[src/rtl/fft2d_seq_pkg.sv]
package fft2d_seq_pkg;
  typedef enum logic [2:0] {
    S_IDLE, S_LOAD, S_LFLUSH, S_FGO, S_FWAIT, S_STORE, S_SFLUSH, S_DONE
  } seq_state_e;
endpackage

[src/rtl/fft2d_walk.sv]
module fft2d_walk #(
  parameter int LINES = 8,
  parameter int NPTS  = 16,
  parameter int LW    = 3,
  parameter int PW    = 4
) (
  input  logic          clk_i,
  input  logic          rst_ni,
  input  logic          clr_i,
  input  logic          step_i,
  output logic [LW-1:0] line_o,
  output logic [PW-1:0] pt_o,
  output logic          last_o
);
  localparam logic [LW-1:0] LINE_MAX = LW'(LINES - 1);
  localparam logic [PW-1:0] PT_MAX   = PW'(NPTS - 1);

  always_ff @(posedge clk_i or negedge rst_ni) begin
    if (!rst_ni) begin
      line_o <= '0;
      pt_o   <= '0;
    end else if (clr_i) begin
      line_o <= '0;
      pt_o   <= '0;
    end else if (step_i) begin
      if (pt_o == PT_MAX) begin
        pt_o   <= '0;
        line_o <= (line_o == LINE_MAX) ? '0 : line_o + 1'b1;
      end else begin
        pt_o <= pt_o + 1'b1;
      end
    end
  end

  assign last_o = (line_o == LINE_MAX) && (pt_o == PT_MAX);
endmodule

[src/rtl/fft2d_addr.sv]
module fft2d_addr #(
  parameter int LGN = 4,
  parameter int GW  = 1,
  parameter int LW  = 3
) (
  input  logic             col_i,
  input  logic [GW-1:0]    grp_i,
  input  logic [LW-1:0]    line_i,
  input  logic [LGN-1:0]   pt_i,
  output logic [2*LGN-1:0] addr_o
);
  logic [LGN-1:0] lidx;
  // group*8 + line, truncated to the image height
  assign lidx   = LGN'({grp_i, line_i});
  assign addr_o = col_i ? {pt_i, lidx} : {lidx, pt_i};
endmodule

[src/rtl/fft2d_norm.sv]
module fft2d_norm #(
  parameter int DW = 32,
  parameter int SH = 4
) (
  input  logic [DW-1:0] d_i,
  output logic [DW-1:0] d_o
);
  assign d_o = $signed(d_i) >>> SH;
endmodule

[src/rtl/fft2d_seq.sv]
module fft2d_seq
  import fft2d_seq_pkg::*;
#(
  parameter int N   = 16,
  parameter int DW  = 32,
  parameter int GRP = 8
) (
  input  logic                      clk_i,
  input  logic                      rst_ni,
  input  logic                      start_i,
  output logic                      busy_o,
  output logic                      done_o,
  output logic                      mem_rd_o,
  output logic [2*$clog2(N)-1:0]    mem_rd_addr_o,
  input  logic [DW-1:0]             mem_rd_re_i,
  input  logic [DW-1:0]             mem_rd_im_i,
  output logic                      mem_wr_o,
  output logic [2*$clog2(N)-1:0]    mem_wr_addr_o,
  output logic [DW-1:0]             mem_wr_re_o,
  output logic [DW-1:0]             mem_wr_im_o,
  output logic                      buf_ld_o,
  output logic [$clog2(GRP)-1:0]    buf_ld_line_o,
  output logic [$clog2(N)-1:0]      buf_ld_pt_o,
  output logic [DW-1:0]             buf_ld_re_o,
  output logic [DW-1:0]             buf_ld_im_o,
  output logic                      buf_rd_o,
  output logic [$clog2(GRP)-1:0]    buf_rd_line_o,
  output logic [$clog2(N)-1:0]      buf_rd_pt_o,
  input  logic [DW-1:0]             buf_rd_re_i,
  input  logic [DW-1:0]             buf_rd_im_i,
  output logic                      fft_start_o,
  output logic                      fft_scale_o,
  output logic [GRP-1:0]            fft_mask_o,
  input  logic                      fft_done_i
);
  localparam int LGN   = $clog2(N);
  localparam int AW    = 2 * LGN;
  localparam int LW    = $clog2(GRP);
  localparam int NGRP  = (N + GRP - 1) / GRP;
  localparam int GW    = (NGRP > 1) ? $clog2(NGRP) : 1;
  localparam int LINES = (N < GRP) ? N : GRP;

  seq_state_e     state_q;
  logic           pass_q;   // 0: rows, 1: columns
  logic [GW-1:0]  grp_q;
  logic [LW-1:0]  walk_line;
  logic [LGN-1:0] walk_pt;
  logic           walk_last;
  logic [AW-1:0]  cur_addr;
  logic           last_grp;

  logic           ld_v_q;
  logic [LW-1:0]  ld_line_q;
  logic [LGN-1:0] ld_pt_q;
  logic           st_v_q;
  logic [AW-1:0]  st_addr_q;

  fft2d_walk #(.LINES(LINES), .NPTS(N), .LW(LW), .PW(LGN)) u_walk (
    .clk_i  (clk_i),
    .rst_ni (rst_ni),
    .clr_i  (state_q == S_IDLE),
    .step_i ((state_q == S_LOAD) || (state_q == S_STORE)),
    .line_o (walk_line),
    .pt_o   (walk_pt),
    .last_o (walk_last)
  );

  fft2d_addr #(.LGN(LGN), .GW(GW), .LW(LW)) u_addr (
    .col_i  (pass_q),
    .grp_i  (grp_q),
    .line_i (walk_line),
    .pt_i   (walk_pt),
    .addr_o (cur_addr)
  );

  fft2d_norm #(.DW(DW), .SH(LGN)) u_norm_re (.d_i(buf_rd_re_i), .d_o(mem_wr_re_o));
  fft2d_norm #(.DW(DW), .SH(LGN)) u_norm_im (.d_i(buf_rd_im_i), .d_o(mem_wr_im_o));

  assign last_grp = (grp_q == GW'(NGRP - 1));

  always_ff @(posedge clk_i or negedge rst_ni) begin
    if (!rst_ni) begin
      state_q <= S_IDLE;
      pass_q  <= 1'b0;
      grp_q   <= '0;
    end else begin
      case (state_q)
        S_IDLE:   if (start_i) begin
                    pass_q  <= 1'b0;
                    grp_q   <= '0;
                    state_q <= S_LOAD;
                  end
        S_LOAD:   if (walk_last) state_q <= S_LFLUSH;
        S_LFLUSH: state_q <= S_FGO;
        S_FGO:    state_q <= S_FWAIT;
        S_FWAIT:  if (fft_done_i) state_q <= S_STORE;
        S_STORE:  if (walk_last) state_q <= S_SFLUSH;
        S_SFLUSH: begin
                    if (last_grp) begin
                      grp_q <= '0;
                      if (pass_q) state_q <= S_DONE;
                      else begin
                        pass_q  <= 1'b1;
                        state_q <= S_LOAD;
                      end
                    end else begin
                      grp_q   <= grp_q + 1'b1;
                      state_q <= S_LOAD;
                    end
                  end
        S_DONE:   state_q <= S_IDLE;
        default:  state_q <= S_IDLE;
      endcase
    end
  end

  // one-cycle data return on both memories
  always_ff @(posedge clk_i or negedge rst_ni) begin
    if (!rst_ni) begin
      ld_v_q    <= 1'b0;
      ld_line_q <= '0;
      ld_pt_q   <= '0;
      st_v_q    <= 1'b0;
      st_addr_q <= '0;
    end else begin
      ld_v_q    <= (state_q == S_LOAD);
      ld_line_q <= walk_line;
      ld_pt_q   <= walk_pt;
      st_v_q    <= (state_q == S_STORE);
      st_addr_q <= cur_addr;
    end
  end

  assign busy_o        = (state_q != S_IDLE);
  assign done_o        = (state_q == S_DONE);
  assign mem_rd_o      = (state_q == S_LOAD);
  assign mem_rd_addr_o = cur_addr;
  assign buf_ld_o      = ld_v_q;
  assign buf_ld_line_o = ld_line_q;
  assign buf_ld_pt_o   = ld_pt_q;
  assign buf_ld_re_o   = mem_rd_re_i;
  assign buf_ld_im_o   = mem_rd_im_i;
  assign buf_rd_o      = (state_q == S_STORE);
  assign buf_rd_line_o = walk_line;
  assign buf_rd_pt_o   = walk_pt;
  assign mem_wr_o      = st_v_q;
  assign mem_wr_addr_o = st_addr_q;
  assign fft_start_o   = (state_q == S_FGO);
  assign fft_scale_o   = !pass_q;

  for (genvar gi = 0; gi < GRP; gi++) begin : g_mask
    assign fft_mask_o[gi] = ((int'(grp_q) * GRP + gi) < N);
  end
endmodule

[config.mk]
export PLATFORM = sky130hd
export DESIGN_NAME = fft2d_seq
export DESIGN_NICKNAME = d
export VERILOG_FILES = /design/src/rtl/fft2d_seq_pkg.sv /design/src/rtl/fft2d_walk.sv /design/src/rtl/fft2d_addr.sv /design/src/rtl/fft2d_norm.sv /design/src/rtl/fft2d_seq.sv
export SDC_FILE = /design/constraint.sdc
export NUM_CORES = 1
export LEC_CHECK = 0
export BUFFER_PORTS_ARGS = -buffer_cell sky130_fd_sc_hd__buf_2
export CORE_AREA = 2 2 120 122
export DETAILED_ROUTE_END_ITERATION = 10
export DIE_AREA = 0 0 122 124
export GPL_TIMING_DRIVEN = 0
export PLACE_DENSITY_LB_ADDON = 0.12
export REMOVE_ABC_BUFFERS = 1
export SYNTH_ARGS = -nofsm -noshare
export SYNTH_HDL_FRONTEND = slang
export SYNTH_HIERARCHICAL = 1
export SYNTH_SLANG_ARGS = --single-unit
[constraint.sdc]
create_clock -name clk_i -period 1.93 [get_ports clk_i]
set_input_delay 0.386 -clock clk_i [delete_from_list [all_inputs] [get_ports clk_i]]
set_output_delay 0.386 -clock clk_i [all_outputs]
set_load 0.02 [all_outputs]
; Yosys cells after proc, flatten, opt, wreduce, memory -nomap -nowiden
; Index checks and enable logic that the tools add are counted.
[totals]
mem_count = 0
in_bits = 132
ramBits = 0
rom_bits = 0
out_inout_bits = 174
register_bits = 29
latch_bits = 0
word_cells = 74
[classes]
reduce_logical = 12
add_sub_neg = 10
mux = 20
magnitude_cmp = 8
shift = 0
n_div = 0
n_eq_ne = 14
multipliers = 0
bitwise_logic = 0
[op_table]
columns = op, count
row1 = $lt 5x5->1 const B, 7
row2 = $mux 3, 10
row3 = $pmux 3 s8, 1
row4 = $add 4x3->5 const B, 4
row5 = $eq 3x3->1 const B, 5
row6 = $mux 4, 3
row7 = $add 4x2->5 const B, 2
row8 = $mux 8, 1
row9 = $eq 3x2->1 const B, 2
row10 = $ne 2x2->1 const B, 3
row11 = $reduce_bool 2->1, 3
row12 = $add 4x1->5 const B, 1
row13 = $lt 4x5->1 const B, 1
row14 = $add 4x1->4 const B, 1
row15 = $eq 4x4->1 const B, 1
row16 = $ne 2x1->1 const B, 2
row17 = $pmux 1 s2, 2
row18 = $reduce_and 2->1, 2
row19 = $reduce_and 4->1, 1
row20 = $add 3x1->3 const B, 1
row21 = $eq 3x1->1 const B, 1
row22 = $logic_not 3->1, 1
row23 = $mux 1, 3
row24 = $reduce_and 3->1, 1
row25 = 5 further kinds, 5

; Longest topological paths before layout
[depth]
depth_word = 5
mapped_depth = 7
mapped_depth_nobuf = 5

; Cells and area by module
; Netlist, hierarchy kept.
[by_module_without_submodules]
columns = mod, cells_each, area_per_inst_um2, n_inst, seq_area_each_um2
row1 = fft2d_seq, 126, 1277.5, 1, 550.5
row2 = fft2d_norm, 32, 240.2, 2, 0.0
row3 = fft2d_walk, 36, 370.4, 1, 175.2
row4 = fft2d_addr, 9, 131.4, 1, 0.0

; Worst setup path before layout
; Ideal clock, no wire load.
[synth_timing]
path_type = reg-to-output
start = reg state_q[2]
end = out busy_o
stages_incl_launch_ff = 4
setup_slack_ps = 189
arrival_ps = 1355
n_path_buf = 1
required_ps = 1544
cell_sequence = dfrtp_1 buf_2 nor3_1 inv_1
[synth_between]
elab_chain_cells = 1
[synth_rtl]
columns = element, line_no
row1 = start: declaration, fft2d_seq.sv:43  ; seq_state_e state_q;
row2 = start signal: assignment, fft2d_seq.sv:83  ; state_q <= S_IDLE;
row3 = start signal: assignment, fft2d_seq.sv:91  ; state_q <= S_LOAD;
row4 = start signal: assignment, fft2d_seq.sv:93  ; S_LOAD: if (walk_last) state_q <= S_LFLUSH;
row5 = $reduce_bool 3->1, fft2d_seq.sv:134  ; assign busy_o = (state_q != S_IDLE);
row6 = end: declaration, fft2d_seq.sv:11  ; output logic busy_o,
; Every way passes these cells.

; Final worst setup path
[layout_timing]
start = reg state_q[1]
end = out buf_rd_o
[layout_between]
elab_chain_cells = 1
[layout_rtl]
columns = element, line_no
row1 = $eq 3x3->1, fft2d_seq.sv:143  ; assign buf_rd_o = (state_q == S_STORE);
row2 = end: declaration, fft2d_seq.sv:26  ; output logic buf_rd_o,
; Every way passes these cells.

==> results.md <==
* # IOs at 306
* Initial antenna violation count at 0
* Leakage power at 0.8647 nW
* WL/cell at 66.49 um
* Iter 0 DRT Violations at 94
* Slowest CP cell: dfrtp_2
* Total power at 1.409 mW
* Core area at 13720 um^2
* Row count at 43
* Post-synthesis sequential area ratio at 32.12%
* Max Freq at 535.3 MHz
* Final HPWL DP at 20660 um
* Max-slew violations at 0
* Residual DRC count at 0
* Global-route wire length before repair at 24340 um
* Die Width at 122 um
* GR Util All Layers at 28.41%
* Final Util at 13.32%
* Via count at 1423
* GR Util met2 at 51.99%
* Clock skew at 0.008658 ns
* Dpl cells at 322
* Clock Sinks at 29
* Post-route insts no fill at 331
* VDD IR max at 0.2254 mV
* Diode count at 0
* Most Crowded Layer GR: met2
* GR met3 Demand/Resource at 43.86%
* CP Launch Type: flop
* DIE AREA at 15130 um^2
* Dpl ws at -0.3758 ns
* Clk root buf: clkbuf_16
* TNS Setup at 0 ns
* Setup Crit Path Kind: reg -> out
* Port Buf Inserts at 41
* Vias per cell at 4.299
* Register Area at 730.7 um^2
* Status: complete, no violations
* Max FO, Critical Path at 10
* Final hold vios at 0
* Area Growth Syn to Fin at -19.10%
* Drt pass-1 iters at 4
* Final WS setup at 0.06179 ns
* Worst EP arrival at 1.48 ns
* Hold_ws at 0.1798 ns
* Crit-path cells: nand2b_2 > inv_4 > and2_1 > buf_2
* Largest net degree at the start of global routing at 30
* Worst Path Buf+Inv at 2
* Layout cells sized above 1 at 45.70%
* Cell family with most CP delay: flip-flops
* Total of max-cap violations at 0
* Data required, critical path at 1.54 ns
* Syn avg cell area at 9.616 um^2
* Routed WL at 22010 um
* Initial core utilization at 16.47%
* CP max stage delay at 0.49 ns
* Area of the multi-input gates at 499.2 um^2
* Cell Pwr Density at 770.8 nW/um^2
* Max Buffers Root-to-Sink at 2
* Clk Latency, worst-skew pair at 0.28 ns
* Die Y at 124 um
* Total gr overflow at 0
* Final setup fails at 0
* CTS tree: done
* Worst-margin pin slew at 0.7675 ns
* Filler instances at 1562
* Clock period minus final worst setup slack at 1.868 ns
* Met1 Use GR at 8.865%
* Rel. slew slack at 48.83%
* Area after DPL at 1657 um^2
* Cells after Synth at 235
* Yosys reg bits at 29
* CTS buffer count at 5
* Fin area at 1828 um^2
* Synth warn at 6
* Ratio of final minimum period to clock period at 96.80%
* Post-route ant nets at 0
* H-tree levels at 2
* Unique cell type count in the Yosys netlist at 31
* Hold Path Class: in -> async
* Synthesized area at 2260 um^2
* Vias in the first global route at 1192
* Routability cong. at 1.147
* Clock transition at path regs at 0.05 ns
* CP Capture Type: primary output
* Final net count at 285
==> kinds of logic after synthesis <==
logic type | count (synthesis) | share of synthesized area [%]
compound gates | 13 | 3.766
xor+xnor | 1 | 0.3877
fa+ha+maj | 3 | 1.661
buf+inv | 145 | 47.56
flops | 29 | 32.12
mux | 11 | 6.645
other cells | 1 | 0.1660
simple gates | 32 | 7.697
==> routing by layer <==
metal	part of all wire, %	up-vias
met1	12	599
met3	32	28
li1	-	435
met4	4.0	6
met5	0.71	-
met2	52	355
==> synth_stat cells <==
cell,n,area (um^2)
a21o_1,1,7.510
a21oi_1,6,30.03
a21oi_2,2,17.52
a41oi_1,1,8.760
and2_1,1,6.260
and3_1,1,6.260
buf_2,1,5.000
buf_4,139,1044
buf_6,1,11.26
conb_1,1,3.750
dfrtp_1,29,725.7
ha_1,3,37.54
inv_1,4,15.01
mux2_4,8,120.1
mux2i_1,3,30.03
nand2_1,7,26.28
nand2b_1,2,12.51
nand3_1,3,15.01
nand3b_1,2,15.01
nand4_2,1,12.51
nand4b_1,1,8.760
nor2_1,8,30.03
nor2b_1,1,6.260
nor3_1,2,10.01
o21a_1,1,7.510
o21ai_0,1,5.000
o221ai_1,1,8.760
or2b_1,1,7.510
or3_1,1,6.260
or3b_4,1,11.26
xor2_1,1,8.760
==> cell usage in the layout (no fill, tap or decap), types with 2 or more instances in the layout <==
master,n
a21oi_1,6
a21oi_2,2
buf_2,41
clkbuf_16,5
clkinv_2,2
conb_1,8
dfrtp_1,25
dfrtp_2,4
ha_1,3
inv_1,3
mux2_4,8
mux2i_1,3
nand2_1,7
nand3_1,3
nand3b_1,2
nor2_1,8
==> worst paths after layout <==
kind                                  start          endpoint  slack, ns  cells after the start
hold / removal                       rst_ni  buf_ld_line_o[0]       0.18                      1
hold reg to reg            u_walk/line_o[2]  buf_ld_line_o[2]       0.52                      0
max in group asynchronous            rst_ni        state_q[1]       1.21                      1
setup reg to reg                 state_q[1]  u_walk/line_o[0]       0.29                      5
min in group clk_i               fft_done_i        state_q[0]       0.46                      3
setup / recovery                 state_q[1]          buf_rd_o       0.06                      4
==> power by group <==
part | internal (mW) | switching, mW | total [mW]
sequential | 0.608 | 0 | 0.608
clock | 0.472 | 0.297 | 0.769
combinational | 0.00284 | 0.0285 | 0.0314
==> worst register-to-register path: stages, from the launching register on <==
cell	delay [ns]
dfrtp_2	0.49
nand2b_2	0.25
inv_4	0.13
nand4_2	0.20
or3_1	0.38
a21oi_2	0.12
==> registers in the layout (all words and copies together), names as in the netlist <==
signal and count:
buf_ld_line_o 3, buf_ld_o 1, buf_ld_pt_o 4, grp_q 1, mem_wr_addr_o 8, mem_wr_o 1, pass_q 1, state_q 3
u_walk/line_o 3, u_walk/pt_o 4
==> repair_timing <==
| action | in CTS | in global routing |
|---|---|---|
| hold endpoints to repair | 0 | 0 |
| gates resized for setup | 7 | 2 |
| setup buffers | 0 | 1 |
| cloned | 0 | 0 |
| pin swaps | 1 | 1 |
| hold buffers | 0 | 0 |
| setup endpoints to repair | 10 | 2 |
==> final cells by class <==
class	instances	share of cell area, %
multi-input cells	68	27.31
repair buffers	42	11.64
clock buffers	5	6.845
flip-flops and latches	29	39.97
inverters	4	0.9582
well taps	180	12.32
clock inverters	3	0.9582
Power figures use the tool's default switching activity.
